<file path="src/rtl/smb_pkg.sv">
package smb_pkg;
  // Strobes from control to datapath, one set per cycle
  typedef struct packed {
    logic capture;    // load entry registers from the store inputs
    logic commit;     // entry drives the array write port this cycle
    logic entryValid; // entry currently holds a tag-hit store
    logic loadNow;    // a load is using the array this cycle
  } sbStrobe_t;
endpackage

</file>
<file path="src/rtl/smb_ctrl.sv">
module smb_ctrl
  import smb_pkg::*;
(
  input  logic      clk,
  input  logic      rstN,
  input  logic      stReq,
  input  logic      stTagHit,
  input  logic      ldReq,
  output sbStrobe_t strobe,
  output logic      ldValid
);
  logic validQ;
  logic validD;
  logic captureNow;
  logic commitNow;

  // A tag-hit store always takes the entry; a miss is dropped here
  assign captureNow = stReq & stTagHit;
  // The array port is free whenever no load is reading it
  assign commitNow  = validQ & ~ldReq;
  assign validD     = captureNow | (validQ & ~commitNow);

  always_ff @(posedge clk or negedge rstN) begin
    if (!rstN) begin
      validQ  <= 1'b0;
      ldValid <= 1'b0;
    end else begin
      validQ  <= validD;
      ldValid <= ldReq;
    end
  end

  always_comb begin
    strobe.capture    = captureNow;
    strobe.commit     = commitNow;
    strobe.entryValid = validQ;
    strobe.loadNow    = ldReq;
  end
endmodule

</file>
<file path="src/rtl/smb_datapath.sv">
module smb_datapath
  import smb_pkg::*;
#(
  parameter int ADDR_W = 12,
  parameter int DATA_W = 64,
  localparam int BYTES = DATA_W / 8
) (
  input  logic              clk,
  input  logic              rstN,
  input  sbStrobe_t         strobe,
  input  logic [ADDR_W-1:0] stAddr,
  input  logic [DATA_W-1:0] stData,
  input  logic [BYTES-1:0]  stBen,
  input  logic [ADDR_W-1:0] ldAddr,
  input  logic [DATA_W-1:0] arrRdData,
  output logic [ADDR_W-1:0] arrWrAddr,
  output logic [DATA_W-1:0] arrWrData,
  output logic [BYTES-1:0]  arrWrBen,
  output logic [DATA_W-1:0] ldData
);
  logic [ADDR_W-1:0] entryAddr;
  logic [DATA_W-1:0] entryData;
  logic [BYTES-1:0]  entryBen;
  logic [BYTES-1:0]  mergeMaskD;
  logic [BYTES-1:0]  mergeMaskQ;
  logic              addrMatch;

  always_ff @(posedge clk or negedge rstN) begin
    if (!rstN) begin
      entryAddr <= '0;
      entryData <= '0;
      entryBen  <= '0;
    end else if (strobe.capture) begin
      entryAddr <= stAddr;
      entryData <= stData;
      entryBen  <= stBen;
    end
  end

  // Entry is frozen during a load cycle (no capture, no commit),
  // so only the byte mask needs registering for the return cycle.
  assign addrMatch  = strobe.entryValid & strobe.loadNow & (ldAddr == entryAddr);
  assign mergeMaskD = addrMatch ? entryBen : '0;

  always_ff @(posedge clk or negedge rstN) begin
    if (!rstN) mergeMaskQ <= '0;
    else       mergeMaskQ <= mergeMaskD;
  end

  assign arrWrAddr = entryAddr;
  assign arrWrData = entryData;
  assign arrWrBen  = entryBen;

  for (genvar b = 0; b < BYTES; b++) begin : g_mergeByte
    assign ldData[b*8 +: 8] = mergeMaskQ[b] ? entryData[b*8 +: 8] : arrRdData[b*8 +: 8];
  end
endmodule

</file>
<file path="src/rtl/store_merge_buffer.sv">
module store_merge_buffer
  import smb_pkg::*;
#(
  parameter int ADDR_W = 12,
  parameter int DATA_W = 64
) (
  input  logic                  clk,
  input  logic                  rstN,
  input  logic                  stReq,
  input  logic [ADDR_W-1:0]     stAddr,
  input  logic [DATA_W-1:0]     stData,
  input  logic [DATA_W/8-1:0]   stBen,
  input  logic                  stTagHit,
  input  logic                  ldReq,
  input  logic [ADDR_W-1:0]     ldAddr,
  output logic                  arrRdEn,
  output logic [ADDR_W-1:0]     arrRdAddr,
  input  logic [DATA_W-1:0]     arrRdData,
  output logic                  arrWrEn,
  output logic [ADDR_W-1:0]     arrWrAddr,
  output logic [DATA_W-1:0]     arrWrData,
  output logic [DATA_W/8-1:0]   arrWrBen,
  output logic                  ldValid,
  output logic [DATA_W-1:0]     ldData
);
  sbStrobe_t strobe;

  smb_ctrl u_ctrl (
    .clk      (clk),
    .rstN     (rstN),
    .stReq    (stReq),
    .stTagHit (stTagHit),
    .ldReq    (ldReq),
    .strobe   (strobe),
    .ldValid  (ldValid)
  );

  smb_datapath #(.ADDR_W(ADDR_W), .DATA_W(DATA_W)) u_dp (
    .clk       (clk),
    .rstN      (rstN),
    .strobe    (strobe),
    .stAddr    (stAddr),
    .stData    (stData),
    .stBen     (stBen),
    .ldAddr    (ldAddr),
    .arrRdData (arrRdData),
    .arrWrAddr (arrWrAddr),
    .arrWrData (arrWrData),
    .arrWrBen  (arrWrBen),
    .ldData    (ldData)
  );

  assign arrWrEn   = strobe.commit;
  assign arrRdEn   = ldReq;
  assign arrRdAddr = ldAddr;
endmodule

</file>
<file path="config.mk">
export PLATFORM = sky130hd
export DESIGN_NAME = store_merge_buffer
export DESIGN_NICKNAME = d
export VERILOG_FILES = /design/src/rtl/smb_pkg.sv /design/src/rtl/smb_ctrl.sv /design/src/rtl/smb_datapath.sv /design/src/rtl/store_merge_buffer.sv
export SDC_FILE = /design/constraint.sdc
export NUM_CORES = 1
export LEC_CHECK = 0
export ABC_CLOCK_PERIOD_IN_PS = 1080
export BUFFER_PORTS_ARGS = -buffer_cell sky130_fd_sc_hd__buf_2
export CAP_MARGIN = 25
export CORE_AREA = 2 2 128 130
export CTS_CLUSTER_SIZE = 12
export DETAILED_ROUTE_END_ITERATION = 12
export DIE_AREA = 0 0 130 132
export PLACE_DENSITY = 0.64
export SETUP_SLACK_MARGIN = 0.15
export SLEW_MARGIN = 20
export SYNTH_ARGS = -nofsm -noshare
export SYNTH_HDL_FRONTEND = slang
export SYNTH_SLANG_ARGS = --single-unit
export TNS_END_PERCENT = 5
</file>
<file path="constraint.sdc">
create_clock -name clk -period 1.08 [get_ports clk]
set_input_delay 0.324 -clock clk [delete_from_list [all_inputs] [get_ports clk]]
set_output_delay 0.324 -clock clk [all_outputs]
set_load 0.05 [all_outputs]
</file>
# After elaboration in Yosys (flattened, before gate mapping)
# Index checks and enable logic that the tools add are counted.
word_totals:
  ff_bits: 94
  inputBits: 165
  out_inout_bits: 163
  wordCells: 24
classes:
  n_eq_ne: 1
  n_mux: 9
  bitwise: 8
ops:
  columns: ["cell", "count"]
  rows:
  - ["$mux 8", 9]
  - ["$eq 12x12->1", 1]
  - ["$and 1x1->1", 5]
  - ["$not 1->1", 2]
  - ["$or 1x1->1", 1]

# Depth between registers and ports, before layout
# Gate-level depths: netlist of the first run.
depth:
  ltp_word: 5
  mapped_depth: 4
  depth_no_buf: 3

# Hierarchy
# From an unflattened synthesis of the first run, not the netlist that was laid out.
unflattened:
  hier_cells: 312
  area_unflattened_um2: 4568.1
by_module_without_submodules:
  columns: ["mod", "instances", "cells_each", "area_per_inst_um2", "seq_area_each_um2"]
  rows:
  - ["smb_datapath", 1, 290, 4366.7, 2302.2]
  - ["smb_ctrl", 1, 9, 103.8, 50.0]
  - ["store_merge_buffer", 1, 13, 97.6, 0.0]

# Worst setup path after synthesis of the first run
# Ideal clock, no wire load.
synth_path:
  path_type: "flip-flop to flip-flop"
  from: "register u_dp.entryAddr[5] (netlist: u_dp.arrWrAddr[5])"
  to: "register u_dp.mergeMaskQ[0]"
  setup_ns: 0.101
  t_arrival_ns: 1.278
  required_time_ns: 0.979
  slack_ns: -0.299
  path_stages_with_launch: 4
  path_buffers: 0
  synth_period_minus_slack_ns: 1.379
  path_cell_list: "dfrtp_1 -> xnor2_1 -> nand3_1 -> nor4_1"
synth_between:
  elab_chain_cells: 3
synth_rtl:
  columns: ["element", "line", "source"]
  rows:
  - ["start: declaration", "smb_datapath.sv:21", "logic [ADDR_W-1:0] entryAddr;"]
  - ["start signal: assignment", "smb_datapath.sv:34", "entryAddr <= stAddr;"]
  - ["$eq 12x12->1", "smb_datapath.sv:42", "assign addrMatch = strobe.entryValid & strobe.loadNow & (ldAddr == entryAddr);"]
  - ["$and 1x1->1", "smb_datapath.sv:42", null]
  - ["$mux 8", "smb_datapath.sv:43", "assign mergeMaskD = addrMatch ? entryBen : '0;"]
  - ["via u_dp.mergeMaskD[0]", "smb_datapath.sv:24", "logic [BYTES-1:0] mergeMaskD;"]
  - ["end signal: assignment", "smb_datapath.sv:47", "else mergeMaskQ <= mergeMaskD;"]
  - ["end: declaration", "smb_datapath.sv:25", "logic [BYTES-1:0] mergeMaskQ;"]
# The timed path passes the listed nets, and every way through them passes these cells.
# A chain may end at the register's enable or synchronous reset.

# Final worst setup path of the first run
layout_path:
  from: "register u_dp.mergeMaskQ[7]"
  to: "output ldData[59]"
layout_between:
  elab_chain_cells: 1
layout_rtl:
  columns: ["element", "line", "source"]
  rows:
  - ["$mux 8", "smb_datapath.sv:55", "assign ldData[b*8 +: 8] = mergeMaskQ[b] ? entryData[b*8 +: 8] : arrRdData[b*8 +: 8];"]
  - ["end: declaration", "store_merge_buffer.sv:24", "output logic [DATA_W-1:0] ldData"]
# No other way between the ends.

==> results of run 1 <==
## cell usage after synthesis (all sizes together)
master	count
nor4	8
dfrtp	94
mux2	148
xnor2	12
nand3	9
nand4	2
clkbuf	1
nor2b	1
nand2	1
nand2b	1
and2	1
buf	30
## routing by layer
layer	vias up	GRT usage, %	share of wire [%]
met5	-	0	0
met2	201	34.09	55
met3	23	5.154	7.4
met4	0	5.137	1.7
met1	1990	17.51	35
li1	1837	-	-
## power groups by stage
stage	registers [mW]	clock network (mW)	logic, mW
2_1_floorplan	6.07	0	1.45
3_3_place_gp	4.38	0	4.72
3_5_place_dp	4.41	0	4.77
4_1_cts	4.40	3.34	5.76
5_1_grt	4.48	3.47	6.13
6_report	4.42	3.19	5.89
## worst paths after layout
path	start	endpoint	slack, ns	depth (start not counted)
max	u_dp.mergeMaskQ[7]	ldData[59]	-0.61	3
min in group asynchronous	rstN	u_dp.arrWrAddr[7]	0.39	2
max in group asynchronous	rstN	u_dp.arrWrAddr[0]	0.23	3
min	ldReq	u_ctrl.ldValid	0.13	1
max reg2reg	u_dp.arrWrAddr[7]	u_dp.mergeMaskQ[7]	-0.34	4
min reg2reg	u_dp.arrWrBen[0]	u_dp.mergeMaskQ[0]	0.55	2
## cells by family after synthesis
| group | after synthesis | synth area share (%) |
|---|---|---|
| muxes | 148 | 37.05 |
| xor gates and xnor gates | 12 | 2.504 |
| and+or+nand+nor | 23 | 3.171 |
| DFF | 94 | 52.29 |
| buffers and inverters | 31 | 4.979 |
## per-stage QoR
| step | hold slack, ns | setup slack (ns) | utilization, % | instance area (um^2) | setup TNS [ns] |
|---|---|---|---|---|---|
| 2_1_floorplan | 0.02841 | -0.2773 | - | 4637 | -22.94 |
| 3_3_place_gp | 0.2047 | -0.4859 | 44.62 | 7010 | -35.49 |
| 3_5_place_dp | 0.2104 | -0.4516 | 44.62 | 7010 | -36.30 |
| 4_1_cts | 0.1462 | -0.6221 | 54.24 | 8523 | -60.24 |
| 5_1_grt | 0.09532 | -0.6428 | 55.86 | 8777 | -64.12 |
| 6_report | 0.1262 | -0.6099 | 55.86 | 8777 | -56.83 |
## final cells by class
class                   count  area (um^2)
multi-input cells         183         2211
fillers                  1265         6935
clock inverters             5        58.81
clock buffers              11        242.7
flip-flops and latches     94         2372
well taps                 216        270.3
repair buffers            395         3622
## what timing repair did
item,4_1_cts,5_1_grt
pin swaps,0,1
setup endpoints to repair,177,238
hold buffers,1,0
hold endpoints to repair,12,0
resized for setup,369,69
## registers in the layout, summed over array words and instances (netlist names)
register         cells
u_ctrl.ldValid       1
u_ctrl.validQ        1
u_dp.arrWrAddr      12
u_dp.arrWrBen        8
u_dp.arrWrData      64
u_dp.mergeMaskQ      8
==> flow_summary.ini, run 1 <==
[final_layout]
area_overhead_vs_synth_pct = 95.13
final_nets = 848
final_cell_mix = 151 x sky130_fd_sc_hd__buf_2, 147 x sky130_fd_sc_hd__buf_6, 116 x sky130_fd_sc_hd__mux2_2
antenna_cells_inserted = 0
final_cells = 904
final_layout_size_suffix_gt1_share_pct = 86.48
final_common_cell = sky130_fd_sc_hd__buf_2

[worst_setup_path]
cp_num_buf_inv = 2
crit_path_top_delay_cell = sky130_fd_sc_hd__dfrtp_1
criticalPathCategory = reg2out
cells_along_the_critical_path = buf_12 -> mux2_4 -> buf_8
critPathArrivalTime_ns = 1.37
critPathCaptureType = output port
critical_path.max_fanout = 8
crit_path_max_incr_delay_ns = 0.40
timing.critical_path.max_delay_family = flip-flops
worstPathRequired_ns = 0.76
critPathLaunchType = flop

[synthesis]
synth_area_leader_cell = sky130_fd_sc_hd__dfrtp_1
synth.avg_cell_area_um2 = 14.60
ys_seq_elements = 94
synth.area.top_cells = sky130_fd_sc_hd__dfrtp_1 52%, sky130_fd_sc_hd__mux2_2 37%, sky130_fd_sc_hd__buf_4 2.2%
synth.yosys.warnings = 0
postSynthNetCount = 473
mappedNetlistArea_um2 = 4498
post_synth_inst_count = 308
synth.top_cell.area_share_pct = 52.29
ys_seq_area_share_pct = 52.29
netlist-cell-type-count = 15

[routing]
route.antenna.remaining_nets = 0
route.detailed.wl_per_inst_um = 17.31
dr_total_vias = 4051
drt-total-wl_um = 15650
drcViolationCount = 0
vias_per_cell = 4.481
first_pass_iters = 4
drt_iter0_markers = 80

[clock_network]
cts_htree_levels = 3
cts_buffers = 9
cts_num_sinks = 94
clock_latency_ns = 0.34
tritoncts = done
clock_pin_transition_on_the_worst_setup_and_hold_timing_paths_ns = 0.06
ctsLongestPathBuffers = 2
post-cts-setup-buffer-count = 0
cell_at_the_root_of_the_clock_tree = sky130_fd_sc_hd__clkbuf_16

[sta]
final_number_of_setup_violating_endpoints = 158
tightestPinTransition_ns = 0.3489
slew_viol_final = 0
setup_ws_ns = -0.6099
slew-limit-headroom_pct = 76.74
grt_setup_unrepaired = true
hold_violations = 0
fin_skew_ns = 0.01223
finalCritPeriodShare_pct = 156.5
min_period_ns = 1.690
max_clock_freq_mhz = 591.8

[pwr]
power.share.switching_pct = 37.68
comb_power_share_pct = 43.6
switching_power_mw = 5.089
pwr-share-clk_pct = 23.6
vdd_drop_max_mv = 0.7984
power.sequential.fraction_pct = 32.8
areal_power_density_over_the_cells_nw_per_um2 = 1539
power_report.internal_total_mw = 8.417
finalPower_mw = 13.51
leakagePower_nw = 4.167

[floorplanning]
rows = 46
die_h_um = 132
placeable_core_area_um2 = 15710
initial_core_utilization_pct = 28.63
boundaryPins = 328
floorplan_die_width_um = 130
floorplan.die_area_um2 = 17160

[grt]
first_pass_grt_wire_length_um = 23000
grt_usage_pct = 17.50
grt_start_max_net_pins = 42
grt_overflow = 0
grt_pass1_vias = 4451
antenna_found_initial = 0

[run]
cap_violations = 0

[placed_design]
routabilityCongestion = 0.7981
place.port_buffers = 327
dp_hpwl_um = 11090
dpl.cell_count = 887

[min_path]
timing.hold.worst.class = in2reg

[outcome]
status = complete, but fails checks
violated_checks = setup timing
Power figures use the tool's default switching activity.
==> run 2, diff against run 1 <==
- CELL_PAD_IN_SITES_DETAIL_PLACEMENT: not set -> 0
- CELL_PAD_IN_SITES_GLOBAL_PLACEMENT: not set -> 1
- CORE_AREA: 2 2 128 130 -> not set
- CORE_UTILIZATION: not set -> 27
- DIE_AREA: 0 0 130 132 -> not set
- PLACE_DENSITY: 0.64 -> 0.78
==> flow_summary.ini, run 2 (synthesis results as in run 1) <==
[final_layout]
final_layout_size_suffix_gt1_share_pct = 86.59
area_overhead_vs_synth_pct = 96.94
number_of_flip_flops_under_the_largest_register_name = 64
final_cell_mix = 150 x sky130_fd_sc_hd__buf_2, 137 x sky130_fd_sc_hd__buf_6, 117 x sky130_fd_sc_hd__mux2_2
final_common_cell = sky130_fd_sc_hd__buf_2
antenna_cells_inserted = 0
final_nets = 861

[sta]
finalCritPeriodShare_pct = 157.9
fin_skew_ns = 0.01107
hold_violations = 0
slew-limit-headroom_pct = 73.40
final_number_of_setup_violating_endpoints = 158
grt_setup_unrepaired = true
max_clock_freq_mhz = 586.3
slew_viol_final = 0
fin_tns_setup_ns = -59.44
tightestPinTransition_ns = 0.3957
hold-worst-slack_ns = 0.2012
min_period_ns = 1.706
setup_ws_ns = -0.6256

[placed_design]
routabilityCongestion = 0.8475
place.port_buffers = 327
preCtsSetupSlack_ns = -0.6476
dp_hpwl_um = 11340

[clock_network]
clock_latency_ns = 0.34
cell_at_the_root_of_the_clock_tree = sky130_fd_sc_hd__clkbuf_16
clock_pin_transition_on_the_worst_setup_and_hold_timing_paths_ns = 0.07
cts_buffers = 9
cts_htree_levels = 3
post-cts-setup-buffer-count = 0
ctsLongestPathBuffers = 2
cts_num_sinks = 94
tritoncts = done

[floorplanning]
initial_core_utilization_pct = 28.01
rows = 46
die_h_um = 131.1
floorplan_die_width_um = 131.1
boundaryPins = 328
placeable_core_area_um2 = 16060
floorplan.die_area_um2 = 17180

[routing]
route.antenna.remaining_nets = 0
first_pass_iters = 4
drcViolationCount = 0
drt_iter0_markers = 116
drt-total-wl_um = 15960
dr_total_vias = 4046
route.detailed.wl_per_inst_um = 17.40
vias_per_cell = 4.412

[grt]
grt_pass1_vias = 4477
grt_usage_pct = 17.65
grt_overflow = 0
first_pass_grt_wire_length_um = 22670
grt_start_max_net_pins = 49
antenna_found_initial = 1

[worst_setup_path]
critPathLaunchType = flop
crit_path_top_delay_cell = sky130_fd_sc_hd__dfrtp_1
crit_path_start = u_dp.mergeMaskQ[3]
critPathCaptureType = output port
cells_along_the_critical_path = buf_12 -> mux2_4 -> buf_8
critPathArrivalTime_ns = 1.38
timing.critical_path.max_delay_family = flip-flops
criticalPathCategory = reg2out
crit_path_max_incr_delay_ns = 0.42
regToRegStartpoint = u_dp.arrWrAddr[5]
worstPathRequired_ns = 0.76
critical_path.max_fanout = 8
setup_slack_of_the_worst_register_to_register_path_ns = -0.34
cp_num_buf_inv = 2

[min_path]
timing.hold.worst.class = in2reg
hold_path_startpoint = ldReq

[outcome]
violated_checks = setup timing
status = complete, but fails checks

[pwr]
vdd_drop_max_mv = 0.7321
leakagePower_nw = 4.227
areal_power_density_over_the_cells_nw_per_um2 = 1558

[run]
cap_violations = 0
## run 2: changes by cell type in the layout (fill, tap and decap cells not counted), sizes merged
cell and delta:
buf +13, bufinv +1, clkbuf +1, clkinv -1, clkinvlp -1
## run 2: power breakdown
part / total [mW] / internal [mW] / leakage [nW] / switching (mW)
Sequential: 4.40 / 4.01 / 1.10 / 0.390
Clock: 3.38 / 2.03 / 0.147 / 1.35
Combinational: 6.02 / 2.62 / 2.98 / 3.39
Total: 13.8 / 8.67 / 4.23 / 5.14
## run 2: routing by layer
| metal | wire (um) | global-route usage (%) | part of all wire [%] | up-vias |
|---|---|---|---|---|
| met5 | 10 | 0 | 0.063 | - |
| met4 | 351 | 7.235 | 2.2 | 2 |
| met3 | 955 | 3.571 | 6.0 | 25 |
| met1 | 5711 | 18.14 | 36 | 1973 |
| li1 | - | - | - | 1865 |
| met2 | 8930 | 34.52 | 56 | 181 |
## run 2: area by class of cell
type                       instances  area [um^2]
clock buffer                      12        236.5
clock inverter                     4        72.57
fill                            1304         7199
multi-input combinational        183         2208
sequential                        94         2374
tap                              216        270.3
timing repair buffer             408         3697
## run 2: per-stage QoR
| step | instance area, um^2 | instances | power [mW] | utilization (%) |
|---|---|---|---|---|
| 2_1_floorplan | 4637 | 308 | 7.520 | - |
| 3_3_place_gp | 7081 | 900 | 9.168 | 44.09 |
| 3_5_place_dp | 7081 | 900 | 9.259 | 44.09 |
| 4_1_cts | 8641 | 917 | 13.75 | 53.81 |
| 5_1_grt | 8859 | 917 | 14.36 | 55.17 |
| 6_report | 8859 | 917 | 13.80 | 55.17 |
## run 2: path summary, 6_finish.rpt
kind                                           end  depth (start not counted)
worst max-delay path                    ldData[31]                          3
worst min-delay path                u_ctrl.ldValid                          2
worst max register to register  u_dp.mergeMaskQ[4]                          3
worst min register to register  u_dp.arrWrData[21]                          1
max in group asynchronous       u_dp.arrWrData[11]                          3
min in group asynchronous       u_dp.arrWrData[37]                          3
## run 2: what timing repair did
| action | in CTS | in global routing |
|---|---|---|
| endpoints found under the hold margin | 94 | 0 |
| gates cloned | 0 | 0 |
| gates resized for setup | 382 | 56 |
| setup endpoints to repair | 208 | 240 |
| pin swaps | 1 | 2 |
| hold buffers | 1 | 0 |
## run 2: worst reg2reg max path, stage by stage, from the launching register on
cell                      delay, ns
sky130_fd_sc_hd__dfrtp_2       0.43
sky130_fd_sc_hd__xnor2_2       0.21
sky130_fd_sc_hd__nand3_4       0.17
sky130_fd_sc_hd__nor4_2        0.46
